### config.mk
export PLATFORM = sky130hd
export DESIGN_NAME = sstack_ext_unit
export DESIGN_NICKNAME = d
export VERILOG_FILES = /design/src/rtl/sx_pkg.sv /design/src/rtl/sx_decode.sv /design/src/rtl/sx_ptr_file.sv /design/src/rtl/sx_move_seq.sv /design/src/rtl/sstack_ext_unit.sv
export SDC_FILE = /design/constraint.sdc
export NUM_CORES = 1
export LEC_CHECK = 0
export ABC_AREA = 1
export ABC_CLOCK_PERIOD_IN_PS = 4000
export BUFFER_PORTS_ARGS = -buffer_cell sky130_fd_sc_hd__buf_2
export CAP_MARGIN = 20
export CORE_MARGIN = 2
export CORE_UTILIZATION = 43
export DETAILED_ROUTE_END_ITERATION = 7
export GPL_TIMING_DRIVEN = 0
export PLACE_DENSITY = 0.68
export REMOVE_ABC_BUFFERS = 1
export SLEW_MARGIN = 20
export SYNTH_ARGS = -nofsm -noshare
export SYNTH_HDL_FRONTEND = slang
export SYNTH_HIERARCHICAL = 1
export SYNTH_SLANG_ARGS = --single-unit
### constraint.sdc
create_clock -name clk -period 4 [get_ports clk]
set_input_delay 0.4 -clock clk [delete_from_list [all_inputs] [get_ports clk]]
set_output_delay 0.4 -clock clk [all_outputs]
set_load 0.03 [all_outputs]
### src/rtl/sx_pkg.sv
package sx_pkg;

  typedef enum logic [3:0] {
    OP_NONE,
    OP_ADDP,
    OP_SUBP,
    OP_ADDRET,
    OP_SUBRET,
    OP_PUSH,
    OP_CALLW,
    OP_MOVSF1,
    OP_MOVSS1,
    OP_WORD2
  } sx_op_e;

  typedef struct packed {
    sx_op_e      op;
    logic [1:0]  sel;
    logic [7:0]  lit;
    logic [6:0]  off;
    logic [11:0] abs_addr;
  } sx_dec_t;

  localparam logic [15:0] SX_CALLW_WORD = 16'h0014;
  localparam logic [3:0]  SX_WORD2_TAG  = 4'hF;

endpackage

### src/rtl/sx_decode.sv
module sx_decode
  import sx_pkg::*;
(
  input  logic [15:0] word,
  input  logic        valid,
  input  logic        enable,
  input  logic        hold,
  input  logic        want_second,
  output sx_dec_t     dec,
  output logic        abandon
);

  logic accept;
  logic is_word2;

  assign accept   = valid && enable && !hold;
  assign is_word2 = (word[15:12] == SX_WORD2_TAG);
  assign abandon  = accept && want_second && !is_word2;

  always_comb begin
    dec          = '0;
    dec.op       = OP_NONE;
    dec.sel      = word[7:6];
    dec.lit      = word[7:0];
    dec.off      = word[6:0];
    dec.abs_addr = word[11:0];
    if (accept) begin
      if (want_second) begin
        if (is_word2) dec.op = OP_WORD2;
      end else if (word == SX_CALLW_WORD) begin
        dec.op = OP_CALLW;
      end else begin
        case (word[15:8])
          8'hE8:   dec.op = (&word[7:6]) ? OP_ADDRET : OP_ADDP;
          8'hE9:   dec.op = (&word[7:6]) ? OP_SUBRET : OP_SUBP;
          8'hEA:   dec.op = OP_PUSH;
          8'hEB:   dec.op = word[7] ? OP_MOVSS1 : OP_MOVSF1;
          default: dec.op = OP_NONE;
        endcase
      end
    end
  end

endmodule

### src/rtl/sx_ptr_file.sv
module sx_ptr_file #(
  parameter int AW   = 12,
  parameter int NPTR = 3,
  localparam int IW  = (NPTR > 1) ? $clog2(NPTR) : 1
) (
  input  logic                     clk,
  input  logic                     rst_n,
  input  logic                     upd_en,
  input  logic [IW-1:0]            upd_idx,
  input  logic [AW-1:0]            upd_val,
  output logic [NPTR-1:0][AW-1:0]  ptr
);

  logic [AW-1:0] q [NPTR];

  for (genvar g = 0; g < NPTR; g++) begin : g_ptr
    always_ff @(posedge clk) begin
      if (!rst_n) begin
        q[g] <= '0;
      end else if (upd_en && (upd_idx == IW'(g))) begin
        q[g] <= upd_val;
      end
    end
    assign ptr[g] = q[g];
  end

  // an update never names a pointer that does not exist
  a_r1_idx_in_range : assert property (@(posedge clk) disable iff (!rst_n)
    upd_en |-> (int'(upd_idx) < NPTR));

endmodule

### src/rtl/sx_move_seq.sv
module sx_move_seq #(
  parameter int AW = 12,
  parameter int DW = 8
) (
  input  logic          clk,
  input  logic          rst_n,
  input  logic          enable,
  input  logic          start_sf,
  input  logic          start_ss,
  input  logic          word2,
  input  logic          abandon,
  input  logic [6:0]    src_off,
  input  logic [6:0]    dst_off,
  input  logic [11:0]   dst_abs,
  input  logic [AW-1:0] base,
  input  logic [DW-1:0] rdata,
  output logic          rd_en,
  output logic [AW-1:0] rd_addr,
  output logic          wr_en,
  output logic [AW-1:0] wr_addr,
  output logic [DW-1:0] wr_data,
  output logic          pending
);

  function automatic logic [AW-1:0] frame_addr(input logic [AW-1:0] b,
                                               input logic [6:0] o);
    return b + AW'(o);
  endfunction

  logic          pend_q;
  logic          ss_q;
  logic          fresh_q;
  logic [DW-1:0] hold_q;

  assign rd_en   = start_sf || start_ss;
  assign rd_addr = frame_addr(base, src_off);
  assign wr_en   = pend_q && word2;
  assign wr_addr = ss_q ? frame_addr(base, dst_off) : AW'(dst_abs);
  assign wr_data = fresh_q ? rdata : hold_q;
  assign pending = pend_q;

  always_ff @(posedge clk) begin
    if (!rst_n) begin
      pend_q  <= 1'b0;
      ss_q    <= 1'b0;
      fresh_q <= 1'b0;
      hold_q  <= '0;
    end else begin
      fresh_q <= rd_en;
      if (fresh_q) hold_q <= rdata;
      if (rd_en) begin
        pend_q <= 1'b1;
        ss_q   <= start_ss;
      end else if (pend_q && (word2 || abandon || !enable)) begin
        pend_q <= 1'b0;
      end
    end
  end

  // a pending move was always opened by a read one cycle earlier
  a_r6_pend_from_read : assert property (@(posedge clk) disable iff (!rst_n)
    $rose(pend_q) |-> $past(rd_en));

  // no new move starts while one awaits its second word
  a_r9_no_restart : assert property (@(posedge clk) disable iff (!rst_n)
    pend_q |-> !rd_en);

endmodule

### src/rtl/sstack_ext_unit.sv
module sstack_ext_unit
  import sx_pkg::*;
#(
  parameter int AW   = 12,
  parameter int DW   = 8,
  parameter int PCW  = 21,
  parameter int NPTR = 3,
  localparam int UPW    = PCW - 2*DW,
  localparam int IW     = (NPTR > 1) ? $clog2(NPTR) : 1,
  localparam int SP_IDX = 2
) (
  input  logic                clk,
  input  logic                rst_n,
  input  logic                ext_en,
  input  logic                instr_valid,
  input  logic [15:0]         instr_word,
  input  logic [DW-1:0]       wreg,
  input  logic [UPW-1:0]      pc_upper,
  input  logic [DW-1:0]       pc_high,
  input  logic [PCW-1:0]      next_pc,
  output logic                busy,
  output logic [AW-1:0]       mem_addr,
  output logic                mem_re,
  output logic                mem_we,
  output logic [DW-1:0]       mem_wdata,
  input  logic [DW-1:0]       mem_rdata,
  output logic                call_req,
  output logic [PCW-1:0]      call_target,
  output logic [PCW-1:0]      call_push_addr,
  output logic                ret_req,
  output logic [NPTR*AW-1:0]  ptr_view
);

  function automatic logic [AW-1:0] ptr_add(input logic [AW-1:0] b,
                                            input logic [5:0] k);
    return b + AW'(k);
  endfunction

  function automatic logic [AW-1:0] ptr_sub(input logic [AW-1:0] b,
                                            input logic [5:0] k);
    return b - AW'(k);
  endfunction

  sx_dec_t dec;
  logic    abandon;
  logic    mv_pending;

  logic busy_q, ret_q, call_q;
  logic [PCW-1:0] tgt_q, push_q;

  sx_decode u_dec (
    .word        (instr_word),
    .valid       (instr_valid),
    .enable      (ext_en),
    .hold        (busy_q),
    .want_second (mv_pending),
    .dec         (dec),
    .abandon     (abandon)
  );

  // named events for checking
  logic fire_add, fire_sub, fire_ret, fire_push, fire_call;
  assign fire_add  = (dec.op == OP_ADDP) || (dec.op == OP_ADDRET);
  assign fire_sub  = (dec.op == OP_SUBP) || (dec.op == OP_SUBRET);
  assign fire_ret  = (dec.op == OP_ADDRET) || (dec.op == OP_SUBRET);
  assign fire_push = (dec.op == OP_PUSH);
  assign fire_call = (dec.op == OP_CALLW);

  logic [NPTR-1:0][AW-1:0] ptr_arr;
  logic [AW-1:0] sp;
  logic          upd_en;
  logic [IW-1:0] upd_idx;
  logic [AW-1:0] upd_base, upd_val;

  assign sp      = ptr_arr[SP_IDX];
  assign upd_en  = fire_add || fire_sub || fire_push;
  assign upd_idx = (fire_push || (&dec.sel)) ? IW'(SP_IDX) : IW'(dec.sel);
  assign upd_base = ptr_arr[upd_idx];
  assign upd_val = fire_push ? ptr_sub(upd_base, 6'd1)
                 : fire_add  ? ptr_add(upd_base, dec.lit[5:0])
                 :             ptr_sub(upd_base, dec.lit[5:0]);

  sx_ptr_file #(.AW(AW), .NPTR(NPTR)) u_ptrs (
    .clk     (clk),
    .rst_n   (rst_n),
    .upd_en  (upd_en),
    .upd_idx (upd_idx),
    .upd_val (upd_val),
    .ptr     (ptr_arr)
  );

  logic          mv_rd, mv_wr;
  logic [AW-1:0] mv_rd_addr, mv_wr_addr;
  logic [DW-1:0] mv_wdata;

  sx_move_seq #(.AW(AW), .DW(DW)) u_move (
    .clk      (clk),
    .rst_n    (rst_n),
    .enable   (ext_en),
    .start_sf (dec.op == OP_MOVSF1),
    .start_ss (dec.op == OP_MOVSS1),
    .word2    (dec.op == OP_WORD2),
    .abandon  (abandon),
    .src_off  (dec.off),
    .dst_off  (dec.off),
    .dst_abs  (dec.abs_addr),
    .base     (sp),
    .rdata    (mem_rdata),
    .rd_en    (mv_rd),
    .rd_addr  (mv_rd_addr),
    .wr_en    (mv_wr),
    .wr_addr  (mv_wr_addr),
    .wr_data  (mv_wdata),
    .pending  (mv_pending)
  );

  assign mem_we    = fire_push || mv_wr;
  assign mem_re    = mv_rd;
  assign mem_addr  = fire_push ? sp : (mv_rd ? mv_rd_addr : mv_wr_addr);
  assign mem_wdata = fire_push ? dec.lit : mv_wdata;

  always_ff @(posedge clk) begin
    if (!rst_n) begin
      busy_q <= 1'b0;
      ret_q  <= 1'b0;
      call_q <= 1'b0;
      tgt_q  <= '0;
      push_q <= '0;
    end else begin
      busy_q <= fire_ret || fire_call;
      ret_q  <= fire_ret;
      call_q <= fire_call;
      if (fire_call) begin
        tgt_q  <= {pc_upper, pc_high, wreg};
        push_q <= next_pc;
      end
    end
  end

  assign busy           = busy_q;
  assign ret_req        = ret_q;
  assign call_req       = call_q;
  assign call_target    = tgt_q;
  assign call_push_addr = push_q;
  assign ptr_view       = ptr_arr;

  // a return request follows only a return-form pointer operation
  a_r3_ret_after_fire : assert property (@(posedge clk) disable iff (!rst_n)
    ret_req |-> $past(fire_ret));

  // the call request lasts a single cycle
  a_r5_call_pulse : assert property (@(posedge clk) disable iff (!rst_n)
    call_req |=> !call_req);

  // a push leaves the stack pointer one lower
  a_r4_push_dec : assert property (@(posedge clk) disable iff (!rst_n)
    fire_push |=> (sp == $past(sp) - AW'(1)));

  // disabled extension touches neither memory nor pointers
  a_r8_quiet_mem : assert property (@(posedge clk) disable iff (!rst_n)
    !ext_en |-> (!mem_we && !mem_re));
  a_r8_ptrs_frozen : assert property (@(posedge clk) disable iff (!rst_n)
    !ext_en |=> $stable(ptr_view));

  // nothing reaches memory during the busy cycle
  a_r12_busy_quiet : assert property (@(posedge clk) disable iff (!rst_n)
    busy |-> (!mem_we && !mem_re));

  // the data port never reads and writes at once
  a_r6_port_excl : assert property (@(posedge clk) disable iff (!rst_n)
    !(mem_we && mem_re));

endmodule

==> impl_results.md <==
- Cell depth of the worst flop-to-flop path: 22
- Die width: ~130 µm
- Detailed Route WL: ~17,000 µm
- CTS H-tree lvls: 3
- Die extent in y: around 130 µm
- P&R area growth vs syn: 17.2%
- Reg clk slew, reported paths: 0.07 ns
- Worst endpoint required time: slightly above 4 ns
- Post-synthesis cell count: roughly 900
- Share of cells above drive strength 1: a little over a fifth
- Worst Tran Pin Value: between 0.8 and 0.9 ns
- Post-DP HPWL: around 13,000 µm
- Layout Nets: ~1,200
- Hold/Removal Path Class: in2reg
- Worst Skew: around 0.012 ns
- DRT Pass-1 Iters: 5
- Cell taking the most area after synthesis: dfxtp_1
- YS warnings: 6
- Worst hold endpoint: call_target[18]
- Setup WS pre-CTS: -0.588 ns
- WL/cell: roughly 14 µm
- Core Area: 14,500 µm²
- GRT Overall Usage: 22.1%
- DRC viols: 0
- Post-layout min period: about 3.6 ns
- Largest cells by area after synthesis: dfxtp_1 (18%), edfxtp_1 (17%), nand2_1 (11%)
- Final Cycle Share: 91.1%
- Post-synth top area share: 17.6%
- WHS: 0.266 ns
- Vias in the first global route: roughly 5,600
- R2R Setup Slk: 0.38 ns
- Max-slew headroom: between 40 and 50%
- Iter 0 DRT Violations: 480
- Max Cap Viol: 0
- Status: completed
- Netlist cell types: 35
- Clock sink count: just over 90
- Vias post-DR: roughly 6,300
- R2r startpoint: u_move/pending
- Setup WS post-layout: approximately 0.36 ns
- Row cnt: 44
- Setup violators final: 0
- Max Clk Rate: 274 MHz
- Port Buf Inserts: around 170
- Crit Path Class: in2reg
- Pwr dens: between 300 and 400 nW/µm²
- Worst hold stages: 3
- Total CTS buffers: 9
- Antenna Nets Post-Route: 0
- Max IR drop VDD: approximately 230 µV
- Pleak: just under 4 nW
- Reg2reg end: u_ptrs/q[2][8]
- ANT cells: 0
- CTS tree: done
- Clk buf depth: 2
- Sequential area share after synthesis: between 30% and 40%
- CP Launch Type: input pin
- Mean number of vias per cell: ~5
- Final Hold Viols: 0
- Endpoint class of the critical path: flip-flop
- Filler Cell Count: ~1,500
- First-pass GRT wire length: approximately 28,000 µm
- GRT Residual Overflow: 0
- Fin util: about half
- Initial antenna violation count: 0
- Flops & latches, synth: 92
- Cts hold-fix bufs: 0
- Fin. max-slew vios: 0
- Die footprint: 15,800 µm²
- Max FO, Critical Path: 33
- Root Driver: clkbuf_16
- Largest net degree at the start of global routing: between 50 and 60
- Arrival time worst endpoint: between 3 and 4 ns
- Routability Congestion: a little over 0.9
- HP Start: pc_upper[2]
- Synthesized area per cell: roughly 6.9 µm²
- Boundary pin count: between 150 and 200
- Post-Syn Area: between 6000 and 7000 µm²
- Initial Util: 43.9%
- Clock latency on the worst-skew pair: about 0.35 ns
- TNS Setup: 0 ns
==> per-stage QoR <==
stage	power, mW	instance area [µm²]	cells
after floorplan	1.31	5950	862
final	2.28	7460	1242
after CTS	2.29	7390	1238
after detailed placement	1.45	7080	1220
after global routing	2.39	7460	1242
after global placement	1.45	7050	1218
==> where the power goes <==
| group | internal, mW | switching (mW) |
|---|---|---|
| Clock | 0.465 | 0.373 |
| Sequential | 0.985 | 0.0136 |
| Combinational | 0.149 | 0.297 |
| Total | 1.60 | 0.683 |
==> layout make-up <==
cell class                      count  area (µm²)  share of cell area [%]
Tap cell                          184         230                    3.09
Timing Repair Buffer              180         942                    12.6
Sequential cell                    92        2200                    29.5
Clock buffer                       11         254                    3.41
Multi-Input combinational cell    655        3350                    44.9
Inverter                          115         442                    5.92
Clock inverter                      5        37.5                   0.503
==> sequential cells by signal (all words and copies together), names as in the netlist <==
name            cells
u_move/fresh_q      1
call_req            1
u_move/pending      1
ret_req             1
call_push_addr     21
u_ptrs/q           36
call_target        21
busy                1
u_move/ss_q         1
u_move/hold_q       8
==> cells in the mapped netlist <==
cell,number
clkbuf_1,16
o21ai_0,74
xor2_1,15
nor2_2,1
or2_2,3
nor2_1,163
nor3_2,3
buf_6,6
xnor2_1,5
nand3_2,4
o211ai_1,10
nand3b_2,1
inv_2,7
a31oi_1,5
buf_2,9
edfxtp_1,36
nand2_2,6
inv_1,108
nor2_4,4
nor4_1,1
nand3b_1,5
o21bai_1,1
a22oi_1,9
dfxtp_1,56
nor3_1,7
a21o_1,2
o21ai_1,18
nand2_1,189
nand3_1,54
nand4_1,8
a21oi_1,37
ha_1,26
o2111ai_1,1
fa_1,3
buf_4,31
==> metal layers <==
metal | GRT usage (%) | up-vias | routed length (µm)
li1 | - | 3213 | -
met2 | 34.0 | 177 | 7860
met4 | 8.30 | 0 | 390
met1 | 31.1 | 2840 | 8060
met3 | 3.91 | 31 | 1080
met5 | 0 | - | 0
==> cell usage in the layout, fill, tap and decap left out, types with 7 or more instances in the layout <==
master | netlist | final
nor2_1 | 163 | 159
o21ai_1 | 18 | 20
xor2_1 | 15 | 15
o211ai_1 | 10 | 10
o21ai_0 | 74 | 72
nand4_1 | 8 | 8
a22oi_1 | 9 | 9
dfxtp_1 | 56 | 56
ha_1 | 26 | 26
buf_2 | 9 | 171
edfxtp_1 | 36 | 36
clkbuf_16 | 0 | 10
a21oi_1 | 37 | 36
nand3_1 | 54 | 54
nor3_1 | 7 | 7
nand2_1 | 189 | 188
inv_1 | 108 | 107
==> critical path, stage by stage <==
cell     delay [ns]
buf_2          0.17
nor2_2         0.17
nand4_1        0.18
nor2_4         0.14
nor2_1         0.06
nor2_2         0.17
nor2_1         0.08
inv_2          0.08
nor2_4         0.06
nor2_4         0.22
inv_8          0.12
o21ai_1        0.14
a22oi_1        0.08
inv_1          0.07
ha_1           0.14
inv_1          0.06
fa_1           0.44
nand3_1        0.11
nand2_1        0.08
a21oi_1        0.20
o21ai_0        0.11
a21oi_1        0.16
xnor2_1        0.08
inv_1          0.12
nor2_1         0.06
==> worst max path at each step <==
| stage | startpoint | end | slack (ns) | cells after the start |
|---|---|---|---|---|
| floorplan | instr_word[12] | u_ptrs/q[1][8] | 0.35 | 24 |
| global placement | instr_word[6] | busy | -0.76 | 11 |
| detailed placement | instr_word[6] | u_ptrs/q[2][8] | -0.59 | 24 |
| CTS | instr_word[6] | u_ptrs/q[2][8] | 0.05 | 24 |
| global route | instr_word[1] | u_ptrs/q[1][11] | -0.03 | 28 |
| finish | instr_word[1] | u_ptrs/q[2][8] | 0.36 | 25 |
==> timing repair <==
item	4_1_cts	5_1_grt
setup buffers	2	4
cloned	0	0
resized for setup	2	16
pin swaps	1	6
setup endpoints to repair	12	21
==> cell families after synthesis <==
family	after synthesis	share of synthesized area, %
AOI/OAI and AO/OA	157	13.4
xor gates and xnor gates	20	2.75
adders and majority gates	29	6.06
buffers and inverters	177	13.2
DFF	92	34.6
and+or+nand+nor	449	30.0
No activity file was read; power rests on OpenSTA's default activity.
